[config.mk]
export PLATFORM = sky130hd
export DESIGN_NAME = rdgFrameTx
export DESIGN_NICKNAME = d
export VERILOG_FILES = /design/src/rtl/rdgTxPkg.sv /design/src/rtl/rdgTxCtrl.sv /design/src/rtl/rdgTxData.sv /design/src/rtl/rdgFrameTx.sv
export SDC_FILE = /design/constraint.sdc
export NUM_CORES = 1
export LEC_CHECK = 0
export ABC_AREA = 1
export BUFFER_PORTS_ARGS = -buffer_cell sky130_fd_sc_hd__buf_4
export CORE_AREA = 2 2 130 132
export DETAILED_ROUTE_END_ITERATION = 6
export DIE_AREA = 0 0 132 134
export GPL_ROUTABILITY_DRIVEN = 0
export MAX_ROUTING_LAYER = met4
export PLACE_DENSITY = 0.73
export SLEW_MARGIN = 20
export SYNTH_ARGS = -nofsm -noshare
export SYNTH_HDL_FRONTEND = slang
export SYNTH_SLANG_ARGS = --single-unit
export TNS_END_PERCENT = 50
[constraint.sdc]
create_clock -name clk -period 5.6 [get_ports clk]
set_clock_uncertainty 0.1 [all_clocks]
set_input_delay 0.84 -clock clk [delete_from_list [all_inputs] [get_ports clk]]
set_output_delay 0.84 -clock clk [all_outputs]
set_load 0.005 [all_outputs]
[src/rtl/rdgTxPkg.sv]
package rdgTxPkg;
  // Strobes from the sequencer to the datapath
  typedef struct packed {
    logic capture;   // copy all readings into the snapshot
    logic loadChar;  // load a new character into the shifter
    logic shiftBit;  // advance to the next bit cell
  } txStrobe_t;
endpackage

[src/rtl/rdgTxCtrl.sv]
module rdgTxCtrl
  import rdgTxPkg::*;
#(
  parameter int NUM_CHARS = 28,
  parameter int CHAR_CYC  = 6945,
  parameter int BITS      = 10,
  parameter int CHR_W     = $clog2(NUM_CHARS)
) (
  input  logic             clk,
  input  logic             rstN,
  input  logic             startReq,
  output txStrobe_t        strb,
  output logic [CHR_W-1:0] loadIdx,
  output logic             busy,
  output logic             done
);
  localparam int BASE  = CHAR_CYC / BITS;
  localparam int FRAC  = CHAR_CYC % BITS;
  localparam int CNT_W = $clog2(BASE + 1);
  localparam int ACC_W = $clog2(2 * BITS + 1);
  localparam int BIT_W = $clog2(BITS);

  logic [CNT_W-1:0] cellCnt;
  logic [ACC_W-1:0] acc;
  logic [ACC_W-1:0] accSum;
  logic [BIT_W-1:0] bitIdx;
  logic [CHR_W-1:0] charIdx;
  logic             cellLong;
  logic             cellEnd;
  logic             lastBit;
  logic             lastChar;

  // Fractional cell length: a cell is one cycle longer whenever the
  // remainder accumulator crosses BITS, giving floor(k*CHAR_CYC/BITS) edges.
  always_comb begin
    accSum   = acc + ACC_W'(FRAC);
    cellLong = (accSum >= ACC_W'(BITS));
    cellEnd  = busy && (cellCnt == (cellLong ? CNT_W'(BASE) : CNT_W'(BASE - 1)));
    lastBit  = (bitIdx == BIT_W'(BITS - 1));
    lastChar = (charIdx == CHR_W'(NUM_CHARS - 1));
    strb.capture  = !busy && startReq;
    strb.loadChar = strb.capture || (cellEnd && lastBit && !lastChar);
    strb.shiftBit = cellEnd && !lastBit;
    loadIdx  = strb.capture ? '0 : charIdx + CHR_W'(1);
  end

  always_ff @(posedge clk) begin
    if (!rstN) begin
      busy    <= 1'b0;
      done    <= 1'b0;
      cellCnt <= '0;
      acc     <= '0;
      bitIdx  <= '0;
      charIdx <= '0;
    end else begin
      done <= 1'b0;
      if (strb.capture) begin
        busy    <= 1'b1;
        cellCnt <= '0;
        acc     <= '0;
        bitIdx  <= '0;
        charIdx <= '0;
      end else if (busy) begin
        if (cellEnd) begin
          cellCnt <= '0;
          if (lastBit) begin
            bitIdx <= '0;
            acc    <= '0;
            if (lastChar) begin
              busy <= 1'b0;
              done <= 1'b1;
            end else begin
              charIdx <= charIdx + CHR_W'(1);
            end
          end else begin
            bitIdx <= bitIdx + BIT_W'(1);
            acc    <= cellLong ? accSum - ACC_W'(BITS) : accSum;
          end
        end else begin
          cellCnt <= cellCnt + CNT_W'(1);
        end
      end
    end
  end
endmodule

[src/rtl/rdgTxData.sv]
module rdgTxData
  import rdgTxPkg::*;
#(
  parameter int NUM_RDG  = 13,
  parameter int TAG_W    = 3,
  parameter int DATA_W   = 8,
  parameter int NUM_CHARS = 2 * NUM_RDG + 2,
  parameter int CHR_W    = $clog2(NUM_CHARS),
  parameter logic [TAG_W-1:0] HDR_TAG = 3'b101,
  parameter logic [TAG_W-1:0] TRL_TAG = 3'b010,
  parameter logic [TAG_W-1:0] DAT_TAG = 3'b000
) (
  input  logic                                   clk,
  input  logic                                   rstN,
  input  txStrobe_t                              strb,
  input  logic [CHR_W-1:0]                       loadIdx,
  input  logic [NUM_RDG*2*(DATA_W-TAG_W)-1:0]    rdgIn,
  output logic                                   txd
);
  localparam int HALF_W = DATA_W - TAG_W;
  localparam int RDG_W  = 2 * HALF_W;
  localparam int SH_W   = DATA_W + 2;

  logic [RDG_W-1:0]  snap [NUM_RDG];
  logic [RDG_W-1:0]  picked;
  logic [CHR_W-1:0]  rdgSel;
  logic [DATA_W-1:0] charByte;
  logic [SH_W-1:0]   shReg;

  // Snapshot, one register per reading
  for (genvar g = 0; g < NUM_RDG; g++) begin : g_snap
    always_ff @(posedge clk) begin
      if (!rstN)            snap[g] <= '0;
      else if (strb.capture) snap[g] <= rdgIn[g*RDG_W +: RDG_W];
    end
  end

  // Character builder
  always_comb begin
    rdgSel = (loadIdx - CHR_W'(1)) >> 1;
    picked = '0;
    for (int i = 0; i < NUM_RDG; i++) begin
      if (rdgSel == CHR_W'(i)) picked = snap[i];
    end
    if (loadIdx == '0)
      charByte = {HDR_TAG, {HALF_W{1'b0}}};
    else if (loadIdx == CHR_W'(NUM_CHARS - 1))
      charByte = {TRL_TAG, {HALF_W{1'b0}}};
    else if (loadIdx[0])
      charByte = {DAT_TAG, picked[RDG_W-1:HALF_W]};
    else
      charByte = {DAT_TAG, picked[HALF_W-1:0]};
  end

  // Left shifter: start bit at the top, data MSB next, stop bit last
  always_ff @(posedge clk) begin
    if (!rstN)              shReg <= '1;
    else if (strb.loadChar) shReg <= {1'b0, charByte, 1'b1};
    else if (strb.shiftBit) shReg <= {shReg[SH_W-2:0], 1'b1};
  end

  assign txd = shReg[SH_W-1];
endmodule

[src/rtl/rdgFrameTx.sv]
module rdgFrameTx
  import rdgTxPkg::*;
#(
  parameter int NUM_RDG  = 13,
  parameter int TAG_W    = 3,
  parameter int DATA_W   = 8,
  parameter int CHAR_CYC = 6945
) (
  input  logic                                clk,
  input  logic                                rstN,
  input  logic                                startReq,
  input  logic [NUM_RDG*2*(DATA_W-TAG_W)-1:0] rdgIn,
  output logic                                txd,
  output logic                                busy,
  output logic                                done
);
  localparam int NUM_CHARS = 2 * NUM_RDG + 2;
  localparam int CHR_W     = $clog2(NUM_CHARS);
  localparam int BITS      = DATA_W + 2;

  txStrobe_t        strb;
  logic [CHR_W-1:0] loadIdx;

  rdgTxCtrl #(
    .NUM_CHARS(NUM_CHARS), .CHAR_CYC(CHAR_CYC), .BITS(BITS), .CHR_W(CHR_W)
  ) ctrl_i (
    .clk(clk), .rstN(rstN), .startReq(startReq),
    .strb(strb), .loadIdx(loadIdx), .busy(busy), .done(done)
  );

  rdgTxData #(
    .NUM_RDG(NUM_RDG), .TAG_W(TAG_W), .DATA_W(DATA_W),
    .NUM_CHARS(NUM_CHARS), .CHR_W(CHR_W)
  ) data_i (
    .clk(clk), .rstN(rstN), .strb(strb), .loadIdx(loadIdx),
    .rdgIn(rdgIn), .txd(txd)
  );
endmodule

==> flow_metrics.py <==
metrics = {
    "layout": {
        "final_core_util": 0.609,
        "fin_area_sq_um": 9920,
        "drive_above_1_share": 0.193,
        "stdcell_count": 1325,
        "seq_area_sq_um": 4600,
        "area_delta_synth_final_pct": 21.8,
        "num_antenna_cells": 0,
        "multi_input_area_sq_um": 2670,
        "fill_cells": 1468,
        "nets": 1232,
        "final_common_cell": "inv_1",
        "final_cell_mix": "inv_1 (193), nand2_1 (187), nor2_1 (173)",
    },
    "sta": {
        "fin_setup_tns_ps": 0,
        "slew_viol_final": 0,
        "max_freq_mhz": 256,
        "relSlewSlack": 0.313,
        "worst_pin_slew_ps": 1030,
        "fin_crit_ps": 3910,
        "final.period_utilization": 0.699,
        "setup_ws_ps": 1690,
        "rsz0062_at_grt": "false",
        "finalSetupViolations": 0,
        "finalHoldViolCount": 0,
    },
    "clock_tree": {
        "post_cts_buffers": 0,
        "hold_buffers": 0,
        "insertion_delay_ps": 430,
        "clkTransAtPathRegs_ps": 60,
        "cts_root_buf": "clkbuf_16",
        "ctsResizeCount": 0,
        "cts_buffers": 17,
        "cts.path.max_buffers": 2,
        "cts_tree": "built",
        "htree_levels": 4,
        "clock_sinks": 165,
    },
    "global_route": {
        "grt_pass1_wl_mm": 29.3,
        "grt_use_total": 0.218,
        "grt_pass1_vias": 6273,
        "grt_start_max_net_pins": 94,
        "grt_antenna_before_repair": 0,
        "grt_remaining_overflow": 0,
    },
    "floorplanning": {
        "core_sq_um": 16300,
        "die_w_um": 132,
        "fp-row-count": 47,
        "ios": 136,
        "start_util": 0.500,
        "fp.dieH_um": 134,
        "die_area_sq_um": 17700,
    },
    "synth": {
        "synth-simple-area-share": 0.271,
        "ys_ff_latch": 165,
        "synth_cell_type_count": 42,
        "ys_seq_area_frac": 0.565,
        "synth_area_leaders": "edfxtp_1 (48%), inv_1 (8.9%), nand2_1 (8.7%)",
        "synth_top_family_by_area": "simple AND/OR/NAND/NOR gates",
        "netlist_instances": 957,
        "synth_compound_area_frac": 0.0335,
        "yosysTopAreaCell": "edfxtp_1",
        "synthXorXnorAreaFrac": 0.0108,
        "synthFlopType": "edfxtp_1",
        "synth_warnings": 0,
        "post_synth_fa_ha_maj_area_fraction": 0.0108,
        "syn_area_sq_um": 8140,
        "synthArstFlopShare": 0,
        "yosys.area.top_type_share": 0.479,
        "synthMuxAreaShare": 0,
        "avgSynthCellArea_sq_um": 8.51,
        "synth_edf_count": 130,
        "synth_fp_nets": 1097,
    },
    "critical_path": {
        "critPathMaxStageDelay_ps": 580,
        "path_cells": "inv_2, nand2_4, inv_2, nor2_1, inv_1, ha_1, nand2_2, nand2_4, nor2_1, nand2_1, inv_1, a21oi_1, nand4_1, o21ai_0, nand3_1, o22ai_1, nand3b_1, nand3_1, nand2_1",
        "required_ps": 5870,
        "arrival_ps": 4190,
        "path_max_fanout": 12,
        "cp-end-kind": "register",
        "worst_path_max_delay_cell": "nor2_1",
        "criticalPathCategory": "register to register",
        "reg2reg_setup_slack_ps": 1690,
        "rr_worst_depth": 19,
        "crit_path_start_kind": "register",
    },
    "routing": {
        "num_vias": 6362,
        "wl_per_cell_um": 13.6,
        "wl_mm": 18.1,
        "dr.pass1.iters": 5,
        "postRouteAntennaNets": 0,
        "vias_per_cell": 4.80,
        "drc_errors": 0,
        "first_iter_violations": 522,
    },
    "place": {
        "post-place-ws_ps": 1430,
        "io_buffers": 135,
        "post-dp-hpwl_mm": 13.2,
        "dp.cells": 1293,
        "placed_area_sq_um": 9380,
    },
    "hold_path": {
        "hold_depth": 1,
        "hold_class": "register to register",
    },
    "pwr": {
        "leakage_nw": 4.72,
        "powerDensity_nw_per_um2": 290,
        "irDropWorstVdd_v": 0.000205,
    },
    "status": {
        "status": "completed",
    },
    "run": {
        "drv_cap": 0,
    },
}
## per-layer routing
metal  up-vias  GRT usage  wire length [um]
met1      2867      0.274              8150
met4         0     0.0912               458
met3        38     0.0435              1060
met2       200      0.346              8420
met5         -          -                 0
li1       3257          -                 -
## final cells by class
cell class              count  area share
repair buffers            137       0.104
flip-flops and latches    165       0.464
clock inverters            12      0.0106
clock buffers              20      0.0440
multi-input cells         560       0.270
inverters                 211      0.0801
well taps                 220      0.0278
## synthesized netlist by cell type, drive strengths merged, types with 3 or more instances
library cell	number
nand3	56
or2	16
nor3	10
a21oi	18
nand2	197
xor2	7
buf	4
ha	7
nand4	21
dfxtp	35
inv	211
clkbuf	17
edfxtp	130
o21ai	19
nor3b	3
nor2	186
o22ai	3
xnor2	3
## path summary, 6_finish.rpt
path	startpoint	to
max	ctrl_i.busy	data_i.shReg[1]
min	ctrl_i.bitIdx[3]	ctrl_i.bitIdx[3]
max reg2reg	ctrl_i.busy	data_i.shReg[1]
min reg2reg	ctrl_i.bitIdx[3]	ctrl_i.bitIdx[3]
## per-stage QoR
step | hold slack [ps] | power (mW)
after floorplan | 312 | 1.68
after global placement | 323 | 1.82
after detailed placement | 342 | 1.82
after CTS | 352 | 2.90
after global routing | 373 | 2.98
final | 356 | 2.88
## critical path: cells and delay by family (launching register included)
family | cells | cell delay [ps]
flip-flops | 1 | 500
AND/OR/NAND/NOR | 11 | 1960
buffers and inverters | 4 | 700
adder cells (fa/ha/maj) | 1 | 270
AO/OA/AOI/OAI | 3 | 310
## registers in the layout, indices dropped and copies added (netlist names)
signal,flops
ctrl_i.charIdx,5
ctrl_i.acc,5
ctrl_i.busy,1
data_i.snap,130
ctrl_i.done,1
data_i.shReg,9
ctrl_i.cellCnt,10
ctrl_i.bitIdx,4
## power breakdown
part,total [mW],internal [mW],leakage [nW],switching [mW]
Combinational,0.333,0.132,2.79,0.202
Clock,1.08,0.609,0.240,0.467
Sequential,1.47,1.43,1.69,0.0394
Total,2.88,2.17,4.72,0.709
## cell families after synthesis
family	Yosys count
buffers and inverters	232
AO/OA/AOI/OAI	49
adder cells (fa/ha/maj)	7
XOR/XNOR	10
flip-flops	165
AND/OR/NAND/NOR	494
No activity file was read; power rests on OpenSTA's default activity.
